<file path="src/rtl/hbo_pkg.sv">
package hbo_pkg;
  localparam int HALF_W = 16;
  localparam int WORD_W = 32;

  typedef enum logic [1:0] {
    P_REG  = 2'd0,
    P_PORT = 2'd1,
    P_SEL  = 2'd2,
    P_STAT = 2'd3
  } path_e;

  function automatic logic [WORD_W-1:0] halves_swap(input logic [WORD_W-1:0] w);
    return {w[HALF_W-1:0], w[WORD_W-1:HALF_W]};
  endfunction

  function automatic logic [WORD_W-1:0] bytes_rev(input logic [WORD_W-1:0] w);
    logic [WORD_W-1:0] r;
    for (int b = 0; b < WORD_W/8; b++)
      r[b*8 +: 8] = w[(WORD_W/8-1-b)*8 +: 8];
    return r;
  endfunction

  function automatic logic path_big(input path_e p, input logic port_be, input logic sel_be);
    case (p)
      P_PORT:  return port_be;
      P_SEL:   return sel_be;
      default: return 1'b0;
    endcase
  endfunction
endpackage

</file>
<file path="src/rtl/hbo_path_decode.sv">
module hbo_path_decode
  import hbo_pkg::*;
#(
  parameter int ADDR_W   = 8,
  parameter int PORT_HI  = 8'h3F,
  parameter int STAT_LO  = 8'h40,
  parameter int STAT_HI  = 8'h4F
) (
  input  logic [ADDR_W-1:0] addr,
  input  logic              fifo_sel,
  output path_e             path
);
  localparam int AW_EXT = (ADDR_W < 32) ? 32 : ADDR_W;

  logic [AW_EXT-1:0] a_ext;
  logic              in_port;
  logic              in_stat;

  assign a_ext   = AW_EXT'(addr);
  assign in_port = (a_ext <= AW_EXT'(PORT_HI));
  assign in_stat = (a_ext >= AW_EXT'(STAT_LO)) && (a_ext <= AW_EXT'(STAT_HI));

  always_comb begin
    if (fifo_sel)     path = P_SEL;
    else if (in_port) path = P_PORT;
    else if (in_stat) path = P_STAT;
    else              path = P_REG;
  end
endmodule

</file>
<file path="src/rtl/hbo_write_pack.sv">
module hbo_write_pack
  import hbo_pkg::*;
(
  input  logic              clk,
  input  logic              rst_n,
  input  logic              acc_wr,
  input  logic              upper,
  input  logic [HALF_W-1:0] wdata,
  input  path_e             path,
  input  logic              port_be,
  input  logic              sel_be,
  input  logic              swap_on,
  output logic              wr_valid,
  output logic [WORD_W-1:0] wr_data,
  output path_e             wr_path
);
  logic [HALF_W-1:0] lo_q;
  logic [WORD_W-1:0] joined;
  logic [WORD_W-1:0] after_swap;
  logic [WORD_W-1:0] after_endian;
  logic              complete;

  assign complete     = acc_wr && upper;
  assign joined       = {wdata, lo_q};
  assign after_swap   = swap_on ? halves_swap(joined) : joined;
  assign after_endian = path_big(path, port_be, sel_be) ? bytes_rev(after_swap) : after_swap;

  always_ff @(posedge clk or negedge rst_n) begin
    if (!rst_n) begin
      lo_q     <= '0;
      wr_valid <= 1'b0;
      wr_data  <= '0;
      wr_path  <= P_REG;
    end else begin
      wr_valid <= complete;
      if (acc_wr && !upper) lo_q <= wdata;
      if (complete) begin
        wr_data <= after_endian;
        wr_path <= path;
      end
    end
  end

  AST_WR_AFTER_UPPER: assert property (@(posedge clk) disable iff (!rst_n)
    wr_valid |-> $past(acc_wr && upper));

  AST_WR_EXEMPT_LE: assert property (@(posedge clk) disable iff (!rst_n)
    (complete && (path == P_REG || path == P_STAT) && !swap_on)
      |=> wr_data[WORD_W-1:HALF_W] == $past(wdata));
endmodule

</file>
<file path="src/rtl/hbo_read_split.sv">
module hbo_read_split
  import hbo_pkg::*;
(
  input  logic              clk,
  input  logic              rst_n,
  input  logic              acc_rd,
  input  logic              upper,
  input  path_e             path,
  input  logic              port_be,
  input  logic              sel_be,
  input  logic              swap_on,
  input  logic [WORD_W-1:0] src_rdata,
  output logic              rd_req,
  output logic [HALF_W-1:0] rdata
);
  logic [HALF_W-1:0] hi_q;
  logic [WORD_W-1:0] after_endian;
  logic [WORD_W-1:0] after_swap;

  assign rd_req       = acc_rd && !upper;
  assign after_endian = path_big(path, port_be, sel_be) ? bytes_rev(src_rdata) : src_rdata;
  assign after_swap   = swap_on ? halves_swap(after_endian) : after_endian;

  always_ff @(posedge clk or negedge rst_n) begin
    if (!rst_n) begin
      hi_q  <= '0;
      rdata <= '0;
    end else if (rd_req) begin
      rdata <= after_swap[HALF_W-1:0];
      hi_q  <= after_swap[WORD_W-1:HALF_W];
    end else if (acc_rd && upper) begin
      rdata <= hi_q;
    end
  end

  AST_RD_EXEMPT_LE: assert property (@(posedge clk) disable iff (!rst_n)
    (rd_req && (path == P_REG || path == P_STAT) && !swap_on)
      |=> rdata == $past(src_rdata[HALF_W-1:0]));

  AST_RD_IDLE_HOLD: assert property (@(posedge clk) disable iff (!rst_n)
    !acc_rd |=> $stable(rdata));
endmodule

</file>
<file path="src/rtl/hbo_order_unit.sv">
module hbo_order_unit
  import hbo_pkg::*;
#(
  parameter int ADDR_W  = 8,
  parameter int PORT_HI = 8'h3F,
  parameter int STAT_LO = 8'h40,
  parameter int STAT_HI = 8'h4F
) (
  input  logic              clk,
  input  logic              rst_n,
  input  logic              host_cs,
  input  logic              host_we,
  input  logic [ADDR_W-1:0] host_addr,
  input  logic              host_fifo_sel,
  input  logic [15:0]       host_wdata,
  output logic [15:0]       host_rdata,
  input  logic              cfg_port_be,
  input  logic              cfg_sel_be,
  input  logic [31:0]       cfg_swap_ctl,
  output logic              wr_valid,
  output logic [1:0]        wr_path,
  output logic [31:0]       wr_data,
  output logic              rd_req,
  output logic [1:0]        rd_path,
  input  logic [31:0]       src_rdata
);
  path_e acc_path;
  path_e wr_path_e;
  logic  swap_on;
  logic  acc_wr;
  logic  acc_rd;
  logic  upper;

  assign swap_on = (cfg_swap_ctl == '1);
  assign acc_wr  = host_cs && host_we;
  assign acc_rd  = host_cs && !host_we;
  assign upper   = host_addr[1];
  assign wr_path = wr_path_e;
  assign rd_path = acc_path;

  hbo_path_decode #(
    .ADDR_W (ADDR_W),
    .PORT_HI(PORT_HI),
    .STAT_LO(STAT_LO),
    .STAT_HI(STAT_HI)
  ) u_decode (
    .addr    (host_addr),
    .fifo_sel(host_fifo_sel),
    .path    (acc_path)
  );

  hbo_write_pack u_wr (
    .clk     (clk),
    .rst_n   (rst_n),
    .acc_wr  (acc_wr),
    .upper   (upper),
    .wdata   (host_wdata),
    .path    (acc_path),
    .port_be (cfg_port_be),
    .sel_be  (cfg_sel_be),
    .swap_on (swap_on),
    .wr_valid(wr_valid),
    .wr_data (wr_data),
    .wr_path (wr_path_e)
  );

  hbo_read_split u_rd (
    .clk      (clk),
    .rst_n    (rst_n),
    .acc_rd   (acc_rd),
    .upper    (upper),
    .path     (acc_path),
    .port_be  (cfg_port_be),
    .sel_be   (cfg_sel_be),
    .swap_on  (swap_on),
    .src_rdata(src_rdata),
    .rd_req   (rd_req),
    .rdata    (host_rdata)
  );

  AST_SEL_PRIORITY: assert property (@(posedge clk) disable iff (!rst_n)
    (acc_wr && upper && host_fifo_sel) |=> wr_path == 2'd2);

  AST_WR_SINGLE: assert property (@(posedge clk) disable iff (!rst_n)
    (wr_valid && !$past(acc_wr && upper)) |-> 1'b0);

  AST_FETCH_READONLY: assert property (@(posedge clk) disable iff (!rst_n)
    rd_req |-> (host_cs && !host_we && !host_addr[1]));
endmodule

</file>
<file path="config.mk">
export PLATFORM = sky130hd
export DESIGN_NAME = hbo_order_unit
export DESIGN_NICKNAME = d
export VERILOG_FILES = /design/src/rtl/hbo_pkg.sv /design/src/rtl/hbo_path_decode.sv /design/src/rtl/hbo_write_pack.sv /design/src/rtl/hbo_read_split.sv /design/src/rtl/hbo_order_unit.sv
export SDC_FILE = /design/constraint.sdc
export NUM_CORES = 1
export LEC_CHECK = 0
export CAP_MARGIN = 15
export CELL_PAD_IN_SITES_DETAIL_PLACEMENT = 1
export CELL_PAD_IN_SITES_GLOBAL_PLACEMENT = 1
export CORE_MARGIN = 8
export CORE_UTILIZATION = 23
export DETAILED_ROUTE_END_ITERATION = 7
export PLACE_DENSITY = 0.53
export SLEW_MARGIN = 20
export SYNTH_ARGS = -nofsm -noshare
export SYNTH_HDL_FRONTEND = slang
export SYNTH_SLANG_ARGS = --single-unit
</file>
<file path="constraint.sdc">
create_clock -name clk -period 1.75 [get_ports clk]
set_input_delay 0.35 -clock clk [delete_from_list [all_inputs] [get_ports clk]]
set_output_delay 0.35 -clock clk [all_outputs]
set_load 0.02 [all_outputs]
</file>
Word level (Yosys, flattened, before mapping)
Index checks and enable logic that the tools add are counted.
{ "word_totals": {"wordCells": 32, "reg_bits": 83, "output_inout_bits": 54, "in_bits": 95} }
{ "op_classes": {"reduce_logical": 10, "eq_ne": 3, "n_lt_le_gt_ge": 3, "n_mux": 10} }
{ "op_table": {"columns": ["op", "count"], "rows": [
  ["32-bit 2-to-1 mux", 4],
  ["32-bit == test, second input constant", 1],
  ["16-bit 2-to-1 mux", 2],
  ["8-bit by 7-bit greater-or-equal comparator with 1-bit output, second input constant", 1],
  ["8-bit by 6-bit <= comparator with 1-bit output, second input constant", 1],
  ["8-bit by 7-bit <= comparator with 1-bit output, second input constant", 1],
  ["1-bit logical AND", 7],
  ["2-bit 2-to-1 mux", 3],
  ["2-bit by 1-bit == test with 1-bit output, second input constant", 1],
  ["2-bit == test, second input constant", 1],
  ["1-bit zero test", 2],
  ["1-bit case mux with 2 select lines", 1],
  ["2-bit nonzero test", 1]
]} }

Depth between registers and ports, before layout
Gate-level depths: netlist of the first run.
{ "depth": {"ltp_word": 10, "depth_mapped": 8, "depth_no_buf": 5} }

Modules after synthesis
Synthesis of the first run repeated with hierarchy kept, for this count alone.
{ "hier_totals": {"cells_unflattened": 485, "area_unflattened_um2": 5405.2} }
{ "modules_own_cells": {"columns": ["module", "instances", "cells_each", "area_per_inst_um2", "seq_area_each_um2"], "rows": [
  ["hbo_write_pack", 1, 302, 3138.0, 1276.2],
  ["hbo_read_split", 1, 166, 2158.3, 800.8],
  ["hbo_order_unit", 1, 13, 81.3, 0.0],
  ["hbo_path_decode", 1, 4, 27.5, 0.0]
]} }

Worst setup path before layout of the first run
OpenSTA, ideal clock, no wires.
{ "synth_timing": {"kind": "input -> register", "from": "input port cfg_swap_ctl[23]", "to": "register u_wr.wr_data[23]", "stages": 6, "n_path_buf": 1, "required_ns": 1.625, "setup_ns": 0.125, "path_slack_ns": -0.493, "t_arrival_ns": 2.118, "path_cell_list": "nand4_1 or4_1 buf_2 nor2_8 mux4_2 mux2_2"} }
{ "synth_via": {"elab_chain_cells": 3} }
{ "synth_rtl": {"columns": ["item", "line", "source"], "rows": [
  ["start: declaration", "hbo_order_unit.sv:19", "input logic [31:0] cfg_swap_ctl,"],
  ["32-bit == test", "hbo_order_unit.sv:34", "assign swap_on = (cfg_swap_ctl == '1);"],
  ["32-bit 2-to-1 mux", "hbo_write_pack.sv:25", "assign after_swap = swap_on ? halves_swap(joined) : joined;"],
  ["32-bit 2-to-1 mux", "hbo_write_pack.sv:26", "assign after_endian = path_big(path, port_be, sel_be) ? bytes_rev(after_swap) : after_swap;"],
  ["end signal: assignment", "hbo_write_pack.sv:38", "wr_data <= after_endian;"],
  ["end: declaration", "hbo_write_pack.sv:14", "output logic [WORD_W-1:0] wr_data,"]
]} }
No other way between the ends.
A chain may end at the register's enable or synchronous reset.

Worst setup path after layout of the first run
{ "layout_timing": {"from": "input port cfg_swap_ctl[19]", "to": "register u_wr.wr_data[28]"} }
The elaborated chain is that of the path after synthesis.

==> results by stage, run 1 <==
Global routing:
- Global routing finished with a remaining overflow of 0.
- The overall fraction of global-route tracks in use is 0.148.
- The initial antenna violation count is 0.
- Entering global routing, the biggest net connects 84 pins.
- The number of global-route vias before repair was 5,621.
- The first global-routing pass estimated about 32,000 um of wire.

Cells and area:
- The multi-input combinational cells in the finished layout cover a total of 3300 um^2.
- For this run, the share of the core covered by cells in the final layout is 0.377.
- The antenna diode count is 0.
- The number of filler cells placed in the layout is 2,434.
- The sequential cell area is 2080 um^2.
- Of the cells placed in the final design, the portion with a size suffix greater than 1 is 0.398.
- At the end of the flow, the number of nets in the layout was ~770.
- The number of standard cells in the final layout excluding fillers is 966.
- Relative to the synthesized area, the layout overhead comes to 62.8%.

Timing:
- The post-route worst setup slack is -108 ps.
- For the pin with the worst max-slew slack, the measured transition is about 500 ps.
- The count of final max-slew check failures is 0.
- The clock skew is ~5.8 ps.
- The relative slew slack is 0.664.
- The count of final hold-check violations is 0.
- Setup repair after global routing could not meet its margin everywhere.
- The ratio of final minimum period to clock period is 1.06.
- The upper clock frequency limit is 538 MHz.
- The final worst hold slack is just under 10 ps.
- The clock period minus final worst setup slack is 1860 ps.
- Setup violations remaining at the end of the flow were counted as 42.

Clocking:
- The clock tree from TritonCTS is done.
- Hold repair after CTS inserted 0 buffers.
- CTS built an H-tree with a depth of 3.
- The source-to-sink clock delay at the later pin of the worst-skew pair is between 300 and 400 ps.
- The clock-pin slew of the registers on the worst-case setup and hold paths is 70 ps.
- The number of CTS-inserted buffers is 9.
- The total clock sinks is 83.
- The clock root buffer is sky130_fd_sc_hd__clkbuf_16.
- The maximum buffer depth of the clock tree is 2.

Yosys:
- Yosys mapped the design onto between 40 and 50 distinct sky130hd cell types.
- The fraction of registers with async set/reset is 1.00.
- The combined area of all synthesized cells is 5190 um^2.
- Of all cell types, the one taking the most synthesized area is sky130_fd_sc_hd__dfrtp_1.
- The dominant synthesized flop cell is sky130_fd_sc_hd__dfrtp_1.
- Counting flops and latches in the post-synthesis netlist gives 83.
- Of the post-synthesis cell area, the dominant cell type holds 0.400.
- By area the synthesized netlist is led by sky130_fd_sc_hd__dfrtp_1, sky130_fd_sc_hd__mux2_2, sky130_fd_sc_hd__mux4_2.
- Of the synthesized area, sequential elements account for 0.400.
- Counting every instance in the synthesized netlist gives 491.
- The synthesized design contains 0 enable-type register cells.
- The synthesis warning total is 0.
- A synthesized cell averages 10.6 um^2.
- The number of nets produced by synthesis is 586.

Worst setup path:
- Of all nets on the critical path, the largest fanout is 6.
- Data on the critical path is required at its endpoint by 1990 ps.
- For the worst setup path, the data arrival time is 2090 ps.
- The worst setup path is launched from an input pin.
- The critical path is of the in2reg type.
- The worst setup path is captured at a flip-flop.

Flow run:
- Max-cap violations in this run came to 0.

Run status:
- The final reports fail on setup timing.
- The run finished, with violations left.

Floorplanning:
- For this configuration, the core starts out at a cell density of 0.232.
- The chip height is 166 um.
- The floorplan step defined a core boundary enclosing 22,400 um^2.
- The area of the die is approximately 28,000 um^2.
- about 150 I/O pins were placed.
- The number of placement rows is 55.
- The die is roughly 170 um wide.

Detailed routing:
- In the routed layout, each cell is associated on average with a via count of 5.18.
- In the routed design, unresolved DRC markers number 0.
- The number of antenna-violating nets in the routed design is 0.
- The first detailed-routing pass ran for 4 iterations.
- After the first detailed-routing iteration, the DRC count stood at 260.
- The final layout contains routed wiring with a total length of 20,900 um.
- The wire length per cell is around 22 um.
- The routed via count is approximately 5,000.

Hold path:
- The worst hold path class is in2async.

Power and ir drop:
- The overall power after layout is 7.28 mW.
- In this run the static leakage power is 3.38 nW.
- The worst-case IR drop observed on VDD is 0.432 mV.
- Dividing total power by cell area gives a power density of approximately 860 nW/um^2.

Place:
- In this run the tool buffered the top-level ports with 145 buffer cells.
- Once detailed placement completed, the half-perimeter wirelength came to ~14,000 um.
- The placer's final routability congestion estimate is roughly 0.77.
- The number of placed instances with taps included is 936.
metal layers:
metal	up-vias	routed length (um)	global-route usage
li1	2278	-	-
met1	2572	8880	0.175
met2	127	10600	0.258
met3	29	994	0.0383
met4	0	435	0.0462
met5	-	0	0
layout make-up:
class | instances | area share
Clock inverter | 6 | 0.0112
Multi-Input combinational cell | 353 | 0.391
Inverter | 2 | 0.000888
Timing Repair Buffer | 227 | 0.281
Sequential cell | 83 | 0.246
Tap cell | 285 | 0.0422
Clock buffer | 10 | 0.0283
path summary, 6_finish.rpt:
check | start | to | slack (ps) | cells after the start
max | cfg_swap_ctl[19] | u_wr.wr_data[28] | -110 | 6
min | rst_n | u_wr.wr_data[7] | 10 | 2
min in group clk | u_rd.hi_q[13] | u_rd.hi_q[13] | 510 | 1
min reg2reg | u_rd.hi_q[13] | u_rd.hi_q[13] | 510 | 1
max in group asynchronous | rst_n | u_rd.rdata[0] | 1340 | 2
max reg2reg | u_wr.lo_q[2] | u_wr.wr_data[10] | 430 | 2
Yosys cell counts, types with 2 or more instances:
master	number
sky130_fd_sc_hd__o22ai_1	16
sky130_fd_sc_hd__o21ai_0	10
sky130_fd_sc_hd__mux2_2	46
sky130_fd_sc_hd__a31oi_1	16
sky130_fd_sc_hd__and3_1	17
sky130_fd_sc_hd__nor4_1	16
sky130_fd_sc_hd__mux2_4	6
sky130_fd_sc_hd__buf_1	2
sky130_fd_sc_hd__nand4_1	21
sky130_fd_sc_hd__dfrtp_1	83
sky130_fd_sc_hd__o21ai_1	20
sky130_fd_sc_hd__o211ai_1	14
sky130_fd_sc_hd__nand3_1	14
sky130_fd_sc_hd__mux4_2	18
sky130_fd_sc_hd__nor2_1	17
sky130_fd_sc_hd__mux2i_1	16
sky130_fd_sc_hd__nor2b_1	2
sky130_fd_sc_hd__buf_8	2
sky130_fd_sc_hd__nand2_1	32
sky130_fd_sc_hd__buf_6	3
sky130_fd_sc_hd__o22a_1	14
sky130_fd_sc_hd__buf_2	16
sky130_fd_sc_hd__a211o_1	16
sky130_fd_sc_hd__clkbuf_1	28
sky130_fd_sc_hd__a21boi_1	16
sky130_fd_sc_hd__a21oi_1	14
sky130_fd_sc_hd__nor4_2	2
cells by family after synthesis:
family	Yosys count	synth area share
buf+inv	55	0.0571
simple gates	130	0.140
flops	83	0.400
mux	86	0.226
compound gates	137	0.177
per-stage QoR:
| step | setup slack [ps] | setup TNS [ps] | instance area (um^2) |
|---|---|---|---|
| global placement | -915 | -52200 | 7370 |
| CTS | -125 | -2110 | 8190 |
| detailed placement | -936 | -54380 | 7370 |
| floorplan | -429 | -10170 | 5280 |
| finish | -108 | -2030 | 8450 |
| global route | -163 | -5320 | 8450 |
registers in the layout, indices dropped and copies added (netlist names):
register,count
u_wr.lo_q,16
u_wr.wr_valid,1
u_wr.wr_data,32
u_rd.rdata,16
u_rd.hi_q,16
u_wr.wr_path,2
critical path, stage by stage:
cell and delay (ps):
sky130_fd_sc_hd__buf_6 60, sky130_fd_sc_hd__nand4_1 120, sky130_fd_sc_hd__or4_4 610, sky130_fd_sc_hd__nor2_8 170
sky130_fd_sc_hd__mux4_2 510, sky130_fd_sc_hd__mux2_4 260
cells in the final DEF (no fill, tap or decap), drive strengths merged, types with 16 or more instances in the layout:
cell type,count
nor4,18
mux2i,16
nand4,22
clkdlybuf4s50,98
mux2,52
o21ai,30
dfrtp,83
buf,121
nand2,33
a21boi,16
o22ai,16
mux4,18
a211o,16
nor2,18
and3,17
a31oi,16
power by group:
part,switching [mW],internal (mW)
registers,0.306,2.33
logic,1.06,1.41
clock network,0.873,1.31
what timing repair did:
| action | 4_1_cts | 5_1_grt |
|---|---|---|
| gates cloned | 6 | 0 |
| endpoints found under the setup margin | 68 | 70 |
| resized for setup | 212 | 66 |
| endpoints found under the hold margin | 0 | 0 |
| pin swaps | 35 | 27 |
| buffers inserted | 10 | 2 |
Power figures use the tool's default switching activity.
==> run 2, diff against run 1 <==
Settings changed: ABC_AREA from default to 1, PLACE_DENSITY 0.53 to 0.57.
==> run 2 against run 1 <==
  * Largest cell class unchanged
  * Largest power group unchanged
  * Maximum frequency up 8.9%
  * Global-route usage shrank 0.18 points
  * Synthesized cell count up 55%
  * Clock power is 7% lower
  * The run now ends clean
  * Critical endpoint is now host_rdata[10]
  * Design area shrank 6.6%
  * First-iteration DRC count grew 3.1%
  * Critical path depth down 5
==> results by stage, run 2 <==
Detailed routing:
- The wire length per cell is 17.0 um (-21%).
- The mean number of vias per cell is 4.66 (-10%).
- The total wirelength of the detailed-routed design is 20,600 um (-1.3%).
- The starting DRC count in detailed routing is 268 (+3.1%).
- The number of antenna-violating nets in the routed design was 0 (unchanged).
- The remaining routing DRC violations is 0 (unchanged).
- The number of iterations in the first detailed-routing pass came to 4 (unchanged).
- The routed via count is 5,657 (+13%).

Yosys:
- After synthesis, the cell types taking the most area are sky130_fd_sc_hd__dfrtp_1, sky130_fd_sc_hd__nand2_1, sky130_fd_sc_hd__nand3_1.
- The unique cell type count in the Yosys netlist is 18 (-56%).
- The total of flip-flops plus latches after synthesis is 83 (unchanged).
- The mean post-synth cell area is 6.85 um^2 (-35%).
- The number of enable-type register cells in the synthesized netlist is 0 (unchanged).
- The post-synthesis sequential area ratio is 0.397 (-0.00249).
- The synthesis warning total came to 0 (unchanged).
- The share of Yosys cell area claimed by the top area cell type came to 0.397 (-0.00249).
- The largest total area in the synthesized netlist belongs to sky130_fd_sc_hd__dfrtp_1.
- The commonest cells after synthesis are sky130_fd_sc_hd__nand2_1, sky130_fd_sc_hd__nand3_1, sky130_fd_sc_hd__dfrtp_1, sky130_fd_sc_hd__nor2_1, sky130_fd_sc_hd__inv_1.
- The fraction of registers with async set/reset was 1.00 (unchanged).
- The leading cell type by number of instances after synthesis is sky130_fd_sc_hd__nand2_1.
- The number of nets produced by synthesis is 858 (+46%).
- The dominant synthesized flop cell is sky130_fd_sc_hd__dfrtp_1.
- The number of standard cells after synthesis is 763 (+55%).
- The combined area of all synthesized cells is 5230 um^2 (+0.63%).

Timing:
- The ratio of final minimum period to clock period is 0.975 (-0.0870).
- The number of failing setup endpoints in the final timing report came to 0 (-100%).
- The final worst hold slack is 17.7 ps (+7.81 ps).
- The total negative slack is 0 ps (+2030 ps).
- The relative slew slack is 0.667 (+0.00250).
- Setup repair after global routing could not meet its margin everywhere.
- The upper clock frequency limit was 586 MHz (+8.9%).
- The count of final hold-check violations is 0 (unchanged).
- The count of final max-slew check failures was 0 (unchanged).
- The slew at the pin closest to its max-slew limit is 500 ps (-3.75 ps).
- The clock skew is 12.0 ps (+6.22 ps).
- The post-route worst setup slack is 44.3 ps (+152 ps).
- The clock period minus final worst setup slack is 1710 ps (-152 ps).

Worst setup path:
- The highest fanout seen on the critical path is 2 (-4).
- The kind of critical path is reg2out.
- The data arrival at the endpoint of the critical path is 1360 ps (-730 ps).
- The critical path required time was 1400 ps (-590 ps).
- The critical path's slowest cell is sky130_fd_sc_hd__clkdlybuf4s50_1.
- The critical path depth in cells is 1 (-5).
- The worst stage delay on the critical path is 630 ps (+20 ps).
- STA classifies the critical path startpoint as a flip-flop.
- The number of buffer and inverter stages on the critical path is 1 (unchanged).
- The cell family contributing the most delay on the critical path is buffers and inverters.
- The endpoint class of the critical path is a primary output.
- The startpoint of the worst register-to-register path is u_wr.lo_q[8].
- The endpoint identified for the worst register-to-register timing path is u_wr.wr_data[0].
- The cell count of the worst reg-to-reg path came to 4 (+2).
- The critical path goes through clkdlybuf4s50_1.
- The register-to-register setup slack is 840 ps (+410 ps).

Floorplanning:
- The area of the die is 27,800 um^2 (+0.57%).
- The initial standard-cell utilization of the core is 0.232 (+0.000738).
- The number of ports placed on the die boundary is 149 (unchanged).
- The number of placement rows is 55 (unchanged).
- The chip height is 167 um (+0.28%).
- The horizontal extent of the die came to 167 um (+0.28%).
- The core box area came to 22,500 um^2 (+0.31%).

Global routing:
- The total global routing overflow was 0 (unchanged).
- The met1 global-route usage is 0.196 (+0.0212).
- The overall fraction of global-route tracks in use came to 0.146 (-0.00184).
- The global routing usage on met3 is 0.0345 (-0.00375).
- The first-pass GRT wire length is 32,800 um (+1.6%).
- The number of global-route vias before repair is 5,900 (+5.0%).
- The largest net degree at the start of global routing is 84 (unchanged).
- The initial antenna violation count is 1 (+1).
- The met2 track utilization from global routing is 0.229 (-0.0297).
- After global routing, the most crowded layer is met2.

Clocking:
- The number of CTS-inserted buffers is 9 (unchanged).
- The clock tree from TritonCTS is done.
- The maximum buffer depth of the clock tree is 2 (unchanged).
- The number of levels the H-tree was split into was 3 (unchanged).
- The cts-stage hold buffer count is 0 (unchanged).
- The clock-pin slew of the registers on the worst-case setup and hold paths is 70 ps (about the same).
- The total clock sinks is 83 (unchanged).
- The clock root buffer is sky130_fd_sc_hd__clkbuf_16.
- The source-to-sink clock delay at the later pin of the worst-skew pair is 350 ps (about the same).

Place:
- The detailed placer's ending HPWL is 15,100 um (+10%).
- The worst setup slack before clock tree synthesis came to -480 ps (+455 ps).
- The placer's final routability congestion estimate is 0.744 (-2.8%).
- The number of buffers added on ports is 145 (unchanged).

Flow run:
- The max-cap check violation count is 0 (unchanged).

Power and ir drop:
- The cell leakage power is 4.07 nW (+20%).
- The overall power after layout was 6.49 mW (-11%).
- The power per unit of standard cell area is 822 nW/um^2 (-4.5%).
- The highest ir drop seen on vdd is 0.325 mV (-25%).

Hold path:
- The min-delay analysis places its worst path in the category in2async.

Cells and area:
- The antenna diode count is 0 (unchanged).
- Leaving out fill and tap cells, the most frequent cells in the layout are sky130_fd_sc_hd__nand2_1, sky130_fd_sc_hd__nand3_1, sky130_fd_sc_hd__clkdlybuf4s50_1.
- The net count reported at finish is 1,019 (+32%).
- The end-of-flow core utilization is 0.351 (-0.0261).
- The most flop-heavy register is u_wr.wr_data.
- The most frequent standard cell in the layout excluding fill and tap cells is sky130_fd_sc_hd__nand2_1.
- The number of flip-flops under the largest register name is 32 (unchanged).
- The share of post-route cells with drive strength above 1 is 0.131 (-0.267).
- The number of filler cells placed in the layout came to 2,738 (+12%).
- The area growth from synthesis to layout is 51.0%.

Run status:
- The flow ran to the end, and the final reports show no timing, DRC or antenna violations.
[run 2: changes by cell type in the layout (fill, tap and decap cells not counted), moves of 16 or more]
cell / change
sky130_fd_sc_hd__a211o_1: -16
sky130_fd_sc_hd__buf_4: -22
sky130_fd_sc_hd__buf_6: -20
sky130_fd_sc_hd__dlymetal6s2s_1: +36
sky130_fd_sc_hd__inv_1: +34
sky130_fd_sc_hd__mux2_4: -26
sky130_fd_sc_hd__mux4_2: -18
sky130_fd_sc_hd__nand2_1: +257
sky130_fd_sc_hd__nand3_1: +187
sky130_fd_sc_hd__nand4_1: -21
sky130_fd_sc_hd__nor2_1: +18
sky130_fd_sc_hd__o21ai_1: -16
[run 2: final cells by class]
cell class | count | area, um^2 | area share
clock buffers | 9 | 225 | 0.0285
flip-flops and latches | 83 | 2080 | 0.263
multi-input cells | 591 | 2780 | 0.352
well taps | 285 | 357 | 0.0452
inverters | 40 | 156 | 0.0198
clock inverters | 7 | 82.6 | 0.0105
repair buffers | 199 | 2220 | 0.281
[run 2: worst max path at each step]
stage,from,endpoint
2_1_floorplan,host_addr[4],rd_path[1]
6_report,u_rd.rdata[10],host_rdata[10]
3_5_place_dp,host_cs,rd_req
5_1_grt,host_addr[7],u_rd.rdata[1]
3_3_place_gp,host_cs,rd_req
4_1_cts,host_cs,rd_req
[run 2: where the power goes]
part | switching, mW | total, mW | internal, mW
Sequential | 0.229 | 2.50 | 2.27
Combinational | 1.03 | 1.97 | 0.942
Clock | 0.892 | 2.02 | 1.13
Total | 2.15 | 6.49 | 4.34
[run 2: cell families (layout without fill, tap and decap cells)]
| logic type | Yosys count | in the layout | share of synthesized area |
|---|---|---|---|
| simple gates | 541 | 541 | 0.444 |
| buf+inv | 89 | 255 | 0.0910 |
| flops | 83 | 83 | 0.397 |
| compound gates | 34 | 34 | 0.0330 |
| mux | 16 | 16 | 0.0345 |
[run 2: routing by layer]
metal / vias up / wire length, um / part of all wire
li1: 2807 / - / -
met5: - / 12 / 0.00058
met2: 124 / 9290 / 0.45
met4: 2 / 257 / 0.012
met3: 17 / 971 / 0.047
met1: 2707 / 10100 / 0.49
[run 2: worst reg2reg max path: cells and delay by family (launching register included)]
kind,cells,cell delay [ps]
flip-flops,1,400
AND/OR/NAND/NOR,4,390
[run 2: through the flow]
stage | instance area (um^2) | std cells
detailed placement | 7290 | 1193
global placement | 7290 | 1193
finish | 7890 | 1214
global route | 7890 | 1214
CTS | 7600 | 1209
floorplan | 5230 | 763
[run 2: repair_timing]
item                       in CTS  in global routing
pin swaps                       2                 25
resized for setup              20                 69
cloned                          0                  4
setup endpoints to repair      14                 72
setup buffers                   0                  1
==> run 3, diff against run 2 <==
Settings changed: GPL_ROUTABILITY_DRIVEN from default to 1, SLEW_MARGIN 20 to default.
==> results of run 3 <==
Same layout as run 2: the final DEF is identical, and so are final timing and power.
